==> config.mk <==
export PLATFORM = sky130hd
export DESIGN_NAME = spr_line_scan
export DESIGN_NICKNAME = d
export VERILOG_FILES = /design/src/rtl/spr_scan_pkg.sv /design/src/rtl/spr_line_match.sv /design/src/rtl/spr_slot_list.sv /design/src/rtl/spr_scan_ctrl.sv /design/src/rtl/spr_line_scan.sv
export SDC_FILE = /design/constraint.sdc
export NUM_CORES = 1
export LEC_CHECK = 0
export BUFFER_PORTS_ARGS = -buffer_cell sky130_fd_sc_hd__buf_2
export CAP_MARGIN = 20
export CORE_MARGIN = 10
export CORE_UTILIZATION = 30
export CTS_CLUSTER_DIAMETER = 50
export DETAILED_ROUTE_END_ITERATION = 12
export PLACE_DENSITY = 0.59
export SLEW_MARGIN = 20
export SYNTH_ARGS = -nofsm -noshare
export SYNTH_HDL_FRONTEND = slang
export SYNTH_HIERARCHICAL = 1
export SYNTH_SLANG_ARGS = --single-unit
==> constraint.sdc <==
create_clock -name clk -period 3.2 [get_ports clk]
set_input_delay 0.32 -clock clk [delete_from_list [all_inputs] [get_ports clk]]
set_output_delay 0.32 -clock clk [all_outputs]
set_load 0.02 [all_outputs]
==> src/rtl/spr_scan_pkg.sv <==
package spr_scan_pkg;
  typedef enum logic [1:0] {
    SCAN_IDLE,
    SCAN_REQ,
    SCAN_WAIT
  } scan_state_e;
endpackage

==> src/rtl/spr_line_match.sv <==
module spr_line_match #(
  parameter int unsigned Y_W        = 8,
  parameter int unsigned BASE_LINES = 8,
  parameter int unsigned END_Y      = 208
) (
  input  logic [Y_W-1:0] vcount,
  input  logic [Y_W-1:0] y_byte,
  input  logic           size_dbl,
  input  logic           mag_dbl,
  output logic           on_line,
  output logic           end_mark
);
  logic [Y_W-1:0] diff;
  logic [Y_W:0]   height;

  // modular distance from the sprite top to the next line
  assign diff = vcount + Y_W'(1) - y_byte;

  always_comb begin
    height = (Y_W+1)'(BASE_LINES);
    if (size_dbl) height = height << 1;
    if (mag_dbl)  height = height << 1;
  end

  assign on_line  = ({1'b0, diff} < height);
  assign end_mark = (y_byte == Y_W'(END_Y));
endmodule

==> src/rtl/spr_slot_list.sv <==
module spr_slot_list #(
  parameter int unsigned IDX_W   = 5,
  parameter int unsigned MAX_SEL = 4
) (
  input  logic                     clk,
  input  logic                     rst_n,
  input  logic                     wr_en,
  input  logic [$clog2(MAX_SEL+2)-1:0] wr_slot,
  input  logic [IDX_W:0]           wr_val,
  output logic [MAX_SEL*IDX_W-1:0] sel_list,
  output logic [IDX_W:0]           last_idx
);
  localparam int unsigned CNT_W = $clog2(MAX_SEL+2);

  for (genvar g = 0; g < MAX_SEL; g++) begin : g_slot
    logic [IDX_W-1:0] slot_q;
    always_ff @(posedge clk) begin
      if (!rst_n)                                 slot_q <= '0;
      else if (wr_en && wr_slot == CNT_W'(g))     slot_q <= wr_val[IDX_W-1:0];
    end
    assign sel_list[g*IDX_W +: IDX_W] = slot_q;
  end

  // the spill slot: last unselected entry, a fifth hit, or the end marker
  logic [IDX_W:0] spill_q;
  always_ff @(posedge clk) begin
    if (!rst_n)                                    spill_q <= '0;
    else if (wr_en && wr_slot == CNT_W'(MAX_SEL))  spill_q <= wr_val;
  end
  assign last_idx = spill_q;
endmodule

==> src/rtl/spr_scan_ctrl.sv <==
module spr_scan_ctrl
  import spr_scan_pkg::*;
#(
  parameter int unsigned IDX_W   = 5,
  parameter int unsigned MAX_SEL = 4,
  parameter int unsigned BASE_W  = 7
) (
  input  logic                          clk,
  input  logic                          rst_n,
  input  logic                          line_start,
  input  logic                          scan_strobe,
  input  logic                          status_clr,
  input  logic [BASE_W-1:0]             tbl_base,
  output logic                          req_valid,
  input  logic                          req_ready,
  output logic [BASE_W+IDX_W+1:0]       req_addr,
  input  logic                          rsp_valid,
  input  logic                          on_line,
  input  logic                          end_mark,
  output logic                          wr_en,
  output logic [$clog2(MAX_SEL+2)-1:0]  wr_slot,
  output logic [IDX_W:0]                wr_val,
  output logic [$clog2(MAX_SEL+2)-1:0]  sel_count,
  output logic                          ovf_flag
);
  localparam int unsigned POS_W = IDX_W + 1;
  localparam int unsigned CNT_W = $clog2(MAX_SEL+2);
  localparam logic [POS_W-1:0] IDX_END  = POS_W'(1 << IDX_W);
  localparam logic [CNT_W-1:0] CNT_FULL = CNT_W'(MAX_SEL + 1);
  localparam logic [CNT_W-1:0] CNT_LAST = CNT_W'(MAX_SEL);

  scan_state_e       state_q;
  logic [POS_W-1:0]  idx_q;
  logic [CNT_W-1:0]  cnt_q;
  logic              ovf_q;
  logic              scan_done;
  logic              eval;
  logic              hit;

  assign scan_done = (cnt_q == CNT_FULL) || (idx_q == IDX_END);
  assign eval      = (state_q == SCAN_WAIT) && rsp_valid && !line_start;
  assign hit       = eval && !end_mark && on_line;

  always_ff @(posedge clk) begin
    if (!rst_n) begin
      state_q <= SCAN_IDLE;
    end else begin
      unique case (state_q)
        SCAN_IDLE: if (!line_start && scan_strobe && !scan_done) state_q <= SCAN_REQ;
        SCAN_REQ:  if (line_start) state_q <= SCAN_IDLE;
                   else if (req_ready) state_q <= SCAN_WAIT;
        SCAN_WAIT: if (line_start || rsp_valid) state_q <= SCAN_IDLE;
        default:   state_q <= SCAN_IDLE;
      endcase
    end
  end

  always_ff @(posedge clk) begin
    if (!rst_n || line_start) begin
      idx_q <= '0;
      cnt_q <= '0;
    end else if (eval) begin
      idx_q <= end_mark ? IDX_END : idx_q + POS_W'(1);
      if (hit) cnt_q <= cnt_q + CNT_W'(1);
    end
  end

  always_ff @(posedge clk) begin
    if (!rst_n)                        ovf_q <= 1'b0;
    else if (hit && cnt_q == CNT_LAST) ovf_q <= 1'b1;
    else if (status_clr)               ovf_q <= 1'b0;
  end

  always_comb begin
    wr_en   = eval;
    wr_slot = CNT_LAST;
    wr_val  = idx_q;
    if (end_mark)     wr_val  = IDX_END;
    else if (on_line) wr_slot = cnt_q;
  end

  assign req_valid = (state_q == SCAN_REQ);
  assign req_addr  = {tbl_base, idx_q[IDX_W-1:0], 2'b00};
  assign sel_count = cnt_q;
  assign ovf_flag  = ovf_q;
endmodule

==> src/rtl/spr_line_scan.sv <==
module spr_line_scan #(
  parameter int unsigned IDX_W      = 5,
  parameter int unsigned MAX_SEL    = 4,
  parameter int unsigned BASE_W     = 7,
  parameter int unsigned Y_W        = 8,
  parameter int unsigned BASE_LINES = 8,
  parameter int unsigned END_Y      = 208
) (
  input  logic                          clk,
  input  logic                          rst_n,
  input  logic                          line_start,
  input  logic                          scan_strobe,
  input  logic [BASE_W-1:0]             tbl_base,
  input  logic                          size_dbl,
  input  logic                          mag_dbl,
  input  logic [Y_W-1:0]                vcount,
  input  logic                          status_clr,
  output logic                          req_valid,
  input  logic                          req_ready,
  output logic [BASE_W+IDX_W+1:0]       req_addr,
  input  logic                          rsp_valid,
  input  logic [Y_W-1:0]                rsp_data,
  output logic [$clog2(MAX_SEL+2)-1:0]  sel_count,
  output logic [MAX_SEL*IDX_W-1:0]      sel_list,
  output logic [IDX_W:0]                last_idx,
  output logic                          ovf_flag
);
  localparam int unsigned CNT_W = $clog2(MAX_SEL+2);

  logic              on_line;
  logic              end_mark;
  logic              wr_en;
  logic [CNT_W-1:0]  wr_slot;
  logic [IDX_W:0]    wr_val;

  spr_line_match #(.Y_W(Y_W), .BASE_LINES(BASE_LINES), .END_Y(END_Y)) u_match (
    .vcount  (vcount),
    .y_byte  (rsp_data),
    .size_dbl(size_dbl),
    .mag_dbl (mag_dbl),
    .on_line (on_line),
    .end_mark(end_mark)
  );

  spr_scan_ctrl #(.IDX_W(IDX_W), .MAX_SEL(MAX_SEL), .BASE_W(BASE_W)) u_ctrl (
    .clk        (clk),
    .rst_n      (rst_n),
    .line_start (line_start),
    .scan_strobe(scan_strobe),
    .status_clr (status_clr),
    .tbl_base   (tbl_base),
    .req_valid  (req_valid),
    .req_ready  (req_ready),
    .req_addr   (req_addr),
    .rsp_valid  (rsp_valid),
    .on_line    (on_line),
    .end_mark   (end_mark),
    .wr_en      (wr_en),
    .wr_slot    (wr_slot),
    .wr_val     (wr_val),
    .sel_count  (sel_count),
    .ovf_flag   (ovf_flag)
  );

  spr_slot_list #(.IDX_W(IDX_W), .MAX_SEL(MAX_SEL)) u_slots (
    .clk     (clk),
    .rst_n   (rst_n),
    .wr_en   (wr_en),
    .wr_slot (wr_slot),
    .wr_val  (wr_val),
    .sel_list(sel_list),
    .last_idx(last_idx)
  );
endmodule

# ---- Yosys cells after proc, flatten, opt, wreduce, memory -nomap -nowiden
# Index checks and enable logic that the tools add are counted.
dict set report totals {
  reg_bits 38
  input_bits 32
  out_inout_bits 45
}
dict set report classes {
  addsub 4
  magnitude_cmp 1
  eq_ne 13
  mux 13
  n_reduce_logical 24
}
# operator n
set ops {}
lappend ops {{logical AND 1 bit} 12}
lappend ops {{2-to-1 mux 6 bit} 2}
lappend ops {{equality test 3 bit, second input constant} 3}
lappend ops {{< comparator 8 x 9 -> 1 bit} 1}
lappend ops {{2-to-1 mux 9 bit} 1}
lappend ops {{adder 8 x 1 -> 8 bit, second input constant} 1}
lappend ops {{equality test 8 bit, second input constant} 1}
lappend ops {{2-to-1 mux 2 bit} 4}
lappend ops {{subtractor 8 bit} 1}
lappend ops {{adder 6 x 1 -> 6 bit, second input constant} 1}
lappend ops {{equality test 3 x 2 -> 1 bit, second input constant} 2}
lappend ops {{equality test 6 bit, second input constant} 1}
lappend ops {{2-to-1 mux 3 bit} 2}
lappend ops {{case mux 2 bit (3 select lines)} 1}
lappend ops {{2-to-1 mux 5 bit} 1}
lappend ops {{logical NOT 1 bit} 4}
lappend ops {{adder 3 x 1 -> 3 bit, second input constant} 1}
lappend ops {{equality test 3 x 1 -> 1 bit, second input constant} 1}
lappend ops {{logical NOT 3 bit} 1}
lappend ops {{logical OR 1 bit} 3}
lappend ops {{!= test 3 x 2 -> 1 bit, second input constant} 1}
lappend ops {{AND reduction 3 bit} 1}
lappend ops {{equality test 2 x 1 -> 1 bit, second input constant} 1}
lappend ops {{equality test 2 bit, second input constant} 1}
lappend ops {{other kinds (6)} 7}

# ---- Depth between registers and ports, before layout
# Gate-level depths: netlist of the first run.
dict set report logic_depth {
  word_depth 7
  ltp_mapped 16
}

# ---- Hierarchy
# Netlist of the first run, hierarchy kept.
# module instances cells_per_inst area_each_um2 seq_area_each_um2
set modules_own_cells {}
lappend modules_own_cells {spr_slot_list 1 96 980.9 520.5}
lappend modules_own_cells {spr_scan_ctrl 1 104 825.8 240.2}
lappend modules_own_cells {spr_line_match 1 51 414.1 0.0}

# ---- Least setup slack after synthesis of the first run
# Ideal clock, no wire load.
dict set report synth_path {
  kind {in2reg}
  start {in rsp_data[2]}
  end {reg u_slots.g_slot[0].slot_q[0]}
  arrival_ns 3.392
  path_slack_ns -0.313
  cell_stages 14
  n_path_buf 1
  path_cell_list {inv_1 ha_1 ha_1 nand4bb_1 a2111oi_0 nor2_1 ha_1 and2_1 a221oi_2 nor2b_1 nand2b_1 or4b_1 buf_2 mux2i_1}
}
dict set report synth_via {
  elab_chain_len 6
  elab_cells_between_ends 8
  cone_classes {add/sub: 1; order compare: 1; eq/ne: 1; mux: 3; reduce/logical: 2}
}
# item line_no
set synth_rtl {}
lappend synth_rtl {{start: declaration} spr_line_scan.sv:22} ;# input logic [Y_W-1:0] rsp_data,
lappend synth_rtl {{subtractor 8 bit} spr_line_match.sv:17} ;# assign diff = vcount + Y_W'(1) - y_byte;
lappend synth_rtl {{< comparator 8 x 9 -> 1 bit} spr_line_match.sv:25} ;# assign on_line = ({1'b0, diff} < height);
lappend synth_rtl {{via on_line} spr_line_scan.sv:30} ;# logic on_line;
lappend synth_rtl {{2-to-1 mux 3 bit} spr_scan_ctrl.sv:79} ;# else if (on_line) wr_slot = cnt_q;
lappend synth_rtl {{2-to-1 mux 3 bit} spr_scan_ctrl.sv:78} ;# if (end_mark) wr_val = IDX_END;
lappend synth_rtl {{via wr_slot[2]} spr_line_scan.sv:33} ;# logic [CNT_W-1:0] wr_slot;
lappend synth_rtl {{logical NOT 3 bit} spr_slot_list.sv:19} ;# else if (wr_en && wr_slot == CNT_W'(g)) slot_q <= wr_val[IDX_W-1:0];
lappend synth_rtl {{logical AND 1 bit} spr_slot_list.sv:19}
lappend synth_rtl {{end signal: assignment} spr_slot_list.sv:19}
lappend synth_rtl {{end: declaration} spr_slot_list.sv:16} ;# logic [IDX_W-1:0] slot_q;
# The timed path passes the listed nets, and every way through them passes these cells.
# A chain may end at the register's enable or synchronous reset.

# ---- Worst setup path after layout of the first run
dict set report layout_path {
  start {in rsp_data[2]}
  end {reg u_slots.g_slot[0].slot_q[1]}
}
# Same word-level chain as after synthesis.

==> run metrics, run 1 <==
Final Hold Fails 0; status completed; nets approximately 360; DRC violations left 0; antenna fix cells 0; top cell type's share of synthesized area approximately 34%; Synth cell types between 40 and 50; Startpoint Class input pin; ANT nets after route 0; DP Wirelength about 4400 um; initial antenna violation count 0; synthesized flop and latch total 38; CTS tree built; Comb power frac a little over a fifth; Area contributors post-synth dfxtp_1 (34%), mux2i_1 (12%), ha_1 (11%), nand2_1 (6.3%), buf_4 (4.7%); post-synthesis async set-or-reset flop share 0%; Setup WS post-layout ~0.12 ns; Rows 31; Yosys Warn Count 6; Die Ht 106 um; maximum vdd drop ~0.15 mV; DP Worst Slack -0.421 ns; Tightest Pin Transition between 0.5 and 0.6 ns; Synth Flop Type dfxtp_1; CTS buffer count 5; worst-path cell chain buf_12, inv_12, ha_4, ha_4, nand4bb_4, a2111oi_4, nor2_1, ha_1, and2_4, a221oi_4, nor2b_4, nand2b_1, or4b_4, mux2i_1; Final TNS setup 0 ns; Worst Path Buf+Inv 2; clock tree buffer depth 2; clk sinks 38; DRT Pass-1 Iters 4; Worst path max stage delay roughly 0.61 ns; Min-Delay Path Class in -> reg; Area growth, synth to finish 35.3%; IO Pins 77; fin util 41.7%; Switching Fraction a little over a quarter; all-layer global routing usage between 10% and 20%; die footprint roughly 11000 um^2; number of global-route vias before repair 1903; Setup CP Type in -> reg; Post-Syn Area between 2000 and 2500 um^2; crit path time final between 3 and 4 ns; WP data required 3.38 ns; core area between 7000 and 8000 um^2; EDFF count, synth 0; Root Buffer clkbuf_8; switching power total around 0.00029 W; leading area contributor after synthesis dfxtp_1; cell mode on critical path ha_4; Worst setup EP type flop; PD cells between 300 and 400 nW/um^2; sequential share of power 44.9%; number of hold-repair buffers added at the cts stage 0; count leader, synth dfxtp_1; clk_skew between 0.006 and 0.007 ns; Slew HR 62.4%; register area share after synthesis about 34%; cell family with most CP delay simple AND/OR/NAND/NOR gates; top post-synthesis cells by count dfxtp_1 (38), nand2_1 (37), mux2i_1 (26); Max-cap violations 0; Worst path slowest cell or4b_4; RSZ-0062 raised after global routing true; Setup-failing EPs final 0; clock share of power roughly 34%; WL/cell between 10 and 15 um; Syn Inst Count around 250; largest net degree at the start of global routing 35; DR vias between 1500 and 2000; fraction of final layout cells sized beyond drive strength 1 36.1%; GRT overflow 0; GP Congestion around 0.77; Leak about 1.4 nW; CP Max Fanout 5; clock-pin slew on the worst setup and hold paths about 0.080 ns; Power Internal around 0.00077 W; worst-skew pair later-pin latency around 0.30 ns; htree depth 2; Final period util 96.4%; Initial Util approximately 31%; syn_area_per_cell 8.85 um^2; DRT iter0 DRCs 46; first-pass GRT wire length 9240 um; routed wire length approximately 5900 um; vias per inst between 4 and 5; Max Transition Viols Final 0; Worst Path Arrival between 3 and 4 ns; IO Port Bufs 60; chip width 106 um; fmax 0.324 GHz
logic make-up (layout without fill, tap and decap cells):
group	Yosys count	count (layout)	synth area share, %
compound gates	29	29	8.39
xor+xnor	3	3	1.80
fa+ha+maj	20	20	11.3
buf+inv	45	106	10.3
flops	38	38	34.3
mux	26	26	11.7
other cells	1	2	0.169
simple gates	89	89	22.1
worst reg2reg max path: cells and delay by family, from the launching register on:
kind,cells,cell delay [ns]
DFF,1,0.43
and+or+nand+nor,2,0.97
buffers and inverters,1,0.36
muxes,1,0.15
cells in the final DEF (no fill, tap or decap), drive strengths merged, types with 2 or more instances in the layout:
master and count:
nand3 5, or4 4, or3 5, nor4bb 3, dfxtp 38, nor2b 2, nand2b 6, ha 20
inv 21, buf 77, a21oi 11, conb 2, and2b 3, o211ai 2, clkbuf 6, nor3 3
mux2i 26, a211oi 2, nand2 37, o21ai 6, nor2 10, nand4bb 4
final cells by class:
cell class | count | area [um^2]
Timing Repair Buffer | 77 | 469
Fill cell | 747 | 4210
Multi-Input combinational cell | 169 | 1470
Clock inverter | 2 | 12.5
Sequential cell | 38 | 761
Inverter | 21 | 91.3
Clock buffer | 6 | 82.6
Tap cell | 99 | 124
layer usage:
metal	GRT usage (%)	wire (um)	up-vias	share of wire, %
met5	0	0	-	0
met4	4.45	95	0	1.6
met3	3.02	278	7	4.7
met2	16.4	2890	36	49
met1	12.0	2650	882	45
li1	-	-	963	-
what timing repair did:
action | CTS | global route
resized for setup | 4 | 28
buffers inserted | 1 | 1
pin swaps | 3 | 15
setup endpoints to repair | 13 | 23
path summary, 6_finish.rpt:
path | startpoint | end | slack (ns) | depth (start not counted)
max | rsp_data[2] | u_slots/g_slot[0].slot_q[1]$_SDFFE_PN0P_ | 0.12 | 14
min | req_ready | u_ctrl/state_q[1]$_SDFFE_PN0P_ | 0.27 | 3
min reg2reg | u_slots/g_slot[1].slot_q[4]$_SDFFE_PN0P_ | u_slots/g_slot[1].slot_q[4]$_SDFFE_PN0P_ | 0.46 | 2
max reg2reg | u_ctrl/state_q[1]$_SDFFE_PN0P_ | u_slots/g_slot[0].slot_q[1]$_SDFFE_PN0P_ | 1.17 | 4
power by group through the flow:
stage	sequential [W]	combinational [W]	clock, W
finish	0.000474	0.000228	0.000354
global route	0.000474	0.000250	0.000386
CTS	0.000474	0.000182	0.000362
detailed placement	0.000485	0.000172	0
global placement	0.000485	0.000169	0
floorplan	0.000485	0.000125	0
state kept, by name, indices dropped and copies added (netlist names):
signal,cells
u_ctrl/idx_q,6
u_slots/g_slot.slot_q,20
u_ctrl/sel_count,3
u_ctrl/ovf_flag,1
u_ctrl/state_q,2
u_slots/last_idx,6
through the flow:
stage	area, um^2	hold slack, ns	total power [W]	cells
4_1_cts	2850	0.268	0.00102	411
2_1_floorplan	2330	0.461	0.000610	252
3_5_place_dp	2730	0.449	0.000657	402
3_3_place_gp	2730	0.441	0.000654	402
6_report	3010	0.271	0.00106	412
5_1_grt	3010	0.278	0.00111	412
(Power assumes the default switching activity.)
==> run 2: changes to the inputs <==
--- a/config.mk
+++ b/config.mk
@@ -5,13 +5,14 @@
 export SDC_FILE = /design/constraint.sdc
 export NUM_CORES = 1
 export LEC_CHECK = 0
+export ABC_CLOCK_PERIOD_IN_PS = 3100
 export BUFFER_PORTS_ARGS = -buffer_cell sky130_fd_sc_hd__buf_2
 export CAP_MARGIN = 20
 export CORE_MARGIN = 10
 export CORE_UTILIZATION = 30
 export CTS_CLUSTER_DIAMETER = 50
 export DETAILED_ROUTE_END_ITERATION = 12
-export PLACE_DENSITY = 0.59
+export PLACE_DENSITY = 0.58
 export SLEW_MARGIN = 20
 export SYNTH_ARGS = -nofsm -noshare
 export SYNTH_HDL_FRONTEND = slang
==> constraint.sdc (replaced) <==
create_clock -name clk -period 3.1 [get_ports clk]
set_input_delay 0.31 -clock clk [delete_from_list [all_inputs] [get_ports clk]]
set_output_delay 0.31 -clock clk [all_outputs]
set_load 0.02 [all_outputs]
==> run 2 against run 1 <==
Net effect: clock power shrank 2%; sequential share of layout area is 0.31 points higher; die area stayed put; critical endpoint is now u_slots/g_slot[2].slot_q[1]$_SDFFE_PN0P_; largest power group unchanged.
==> run metrics, run 2 (synthesis results as in run 1) <==
status completed; hold slack between 0.2 and 0.3 ns; clk sinks 38; Area growth, synth to finish 33.7%; vias per inst 4.61; all-layer global routing usage under 10%; R2R depth 4; die footprint 11200 um^2; fmax roughly 0.32 GHz; Max-cap violations 0; Rows 31; number of hold-repair buffers added at the cts stage 0; DRT iter0 DRCs 44; Min-Delay Path Class in -> reg; maximum vdd drop 0.182 mV; clk_skew just under 0.007 ns; Initial Util between 30% and 40%; Worst Path Arrival 3.30 ns; antenna fix cells 0; WL/cell between 10 and 15 um; largest net degree at the start of global routing 19; placed cells around 400; hold path depth 3; chip width between 100 and 150 um; Root Buffer clkbuf_8; Final TNS setup 0 ns; nets 364; Setup CP Type in -> reg; Final period util around 100%; DP Wirelength between 4000 and 5000 um; Die Ht 106 um; critical hold path startpoint req_ready; non-filler cells, final approximately 410; CTS tree built; Max Transition Viols Final 0; DRT Pass-1 Iters 4; Worst setup EP type flop; clock tree buffer depth 2; PD cells 356 nW/um^2; worst r2r src u_ctrl/state_q[1]$_SDFFE_PN0P_; first-pass GRT wire length a little over 9000 um; FF-to-FF End u_slots/g_slot[0].slot_q[3]$_SDFFE_PN0P_; CTS buffer count 5; worst-skew pair later-pin latency around 0.28 ns; IO Port Bufs 60; clock-pin slew on the worst setup and hold paths 0.08 ns; RSZ-0062 raised after global routing true; core area about 7000 um^2; Hold Path End u_ctrl/state_q[1]$_SDFFE_PN0P_; ANT nets after route 0; DRC violations left 0; Startpoint Class input pin; Largest register FFs 20; leading cell type in the layout, fill and taps excluded buf_2; Leak approximately 1.4 nW; Setup-failing EPs final 0; initial antenna violation count 0; most frequent cells in the layout buf_2 (58), dfxtp_1 (38), nand2_1 (37); GRT overflow 0; fraction of final layout cells sized beyond drive strength 1 roughly 34%; Top reg by flops u_slots/g_slot.slot_q; FF-to-FF setup slack around 1.1 ns; routed wire length about 5600 um; DR vias 1898; crit path time final just over 3 ns; number of global-route vias before repair between 1500 and 2000; htree depth 2; IO Pins 77; WP data required 3.31 ns; Critical Path Source rsp_data[2]; Final Hold Fails 0; CP Max Fanout 5; GP Congestion between 0.7 and 0.8
==> run 2: cell types whose count changed in the layout (fill, tap and decap cells not counted), sizes merged <==
cell      delta
clkbuf       +1
clkinvlp     -1
==> run 2: layer usage <==
| layer | vias up | part of all wire (%) | GRT usage (%) |
|---|---|---|---|
| met2 | 42 | 46 | 16.0 |
| met3 | 2 | 5.6 | 2.84 |
| met4 | 0 | 0.43 | 2.03 |
| met5 | - | 0 | 0 |
| li1 | 964 | - | - |
| met1 | 890 | 48 | 12.4 |
==> run 2: how the worst max path moves through the flow <==
stage | end | slack [ns] | cells after the start
3_5_place_dp | u_slots/g_slot[0].slot_q[0]$_SDFFE_PN0P_ | -0.51 | 14
2_1_floorplan | u_slots/g_slot[0].slot_q[0]$_SDFFE_PN0P_ | -0.16 | 14
6_report | u_slots/g_slot[2].slot_q[1]$_SDFFE_PN0P_ | 0.008 | 16
5_1_grt | u_slots/g_slot[2].slot_q[1]$_SDFFE_PN0P_ | -0.24 | 16
4_1_cts | u_slots/g_slot[1].slot_q[2]$_SDFFE_PN0P_ | 0.006 | 16
3_3_place_gp | u_slots/g_slot[0].slot_q[4]$_SDFFE_PN0P_ | -0.48 | 14
==> run 2: power breakdown <==
part	internal, W	total (W)	switching (W)
sequential	0.000488	0.000490	0.00000117
combinational	0.000118	0.000218	0.000100
clock	0.000180	0.000348	0.000169
total	0.000786	0.00106	0.000270
==> run 2: through the flow <==
step	util, %	total power, W	setup WS, ns	cell area, um^2
3_3_place_gp	37.8	0.000674	-0.483	2730
4_1_cts	40.3	0.00105	0.00639	2910
3_5_place_dp	37.8	0.000675	-0.507	2730
6_report	41.2	0.00106	0.00765	2970
2_1_floorplan	-	0.000630	-0.162	2330
5_1_grt	41.2	0.00111	-0.245	2970
==> run 2: cell type report <==
type	count	area [um^2]
Timing Repair Buffer	77	473
Inverter	21	91.3
Fill cell	741	4250
Clock inverter	1	5.00
Tap cell	99	124
Clock buffer	7	86.3
Sequential cell	38	761
Multi-Input combinational cell	169	1430
==> run 2: timing repair <==
item                       CTS  global route
pin swaps                   11            11
setup endpoints to repair   15            26
gates resized for setup     14            13
gates cloned                 0             0
setup buffers                2             0
==> run 2: worst max-delay path, stage by stage <==
cell and delay [ns]:
buf_12 0.11, inv_12 0.04, ha_4 0.18, ha_4 0.27
nand4bb_4 0.13, a2111oi_4 0.40, nor2_1 0.08, ha_1 0.29
a21o_1 0.21, a221oi_4 0.20, nor2b_4 0.19, nand2b_1 0.08
buf_6 0.13, nor4bb_1 0.28, buf_4 0.22, mux2i_1 0.18
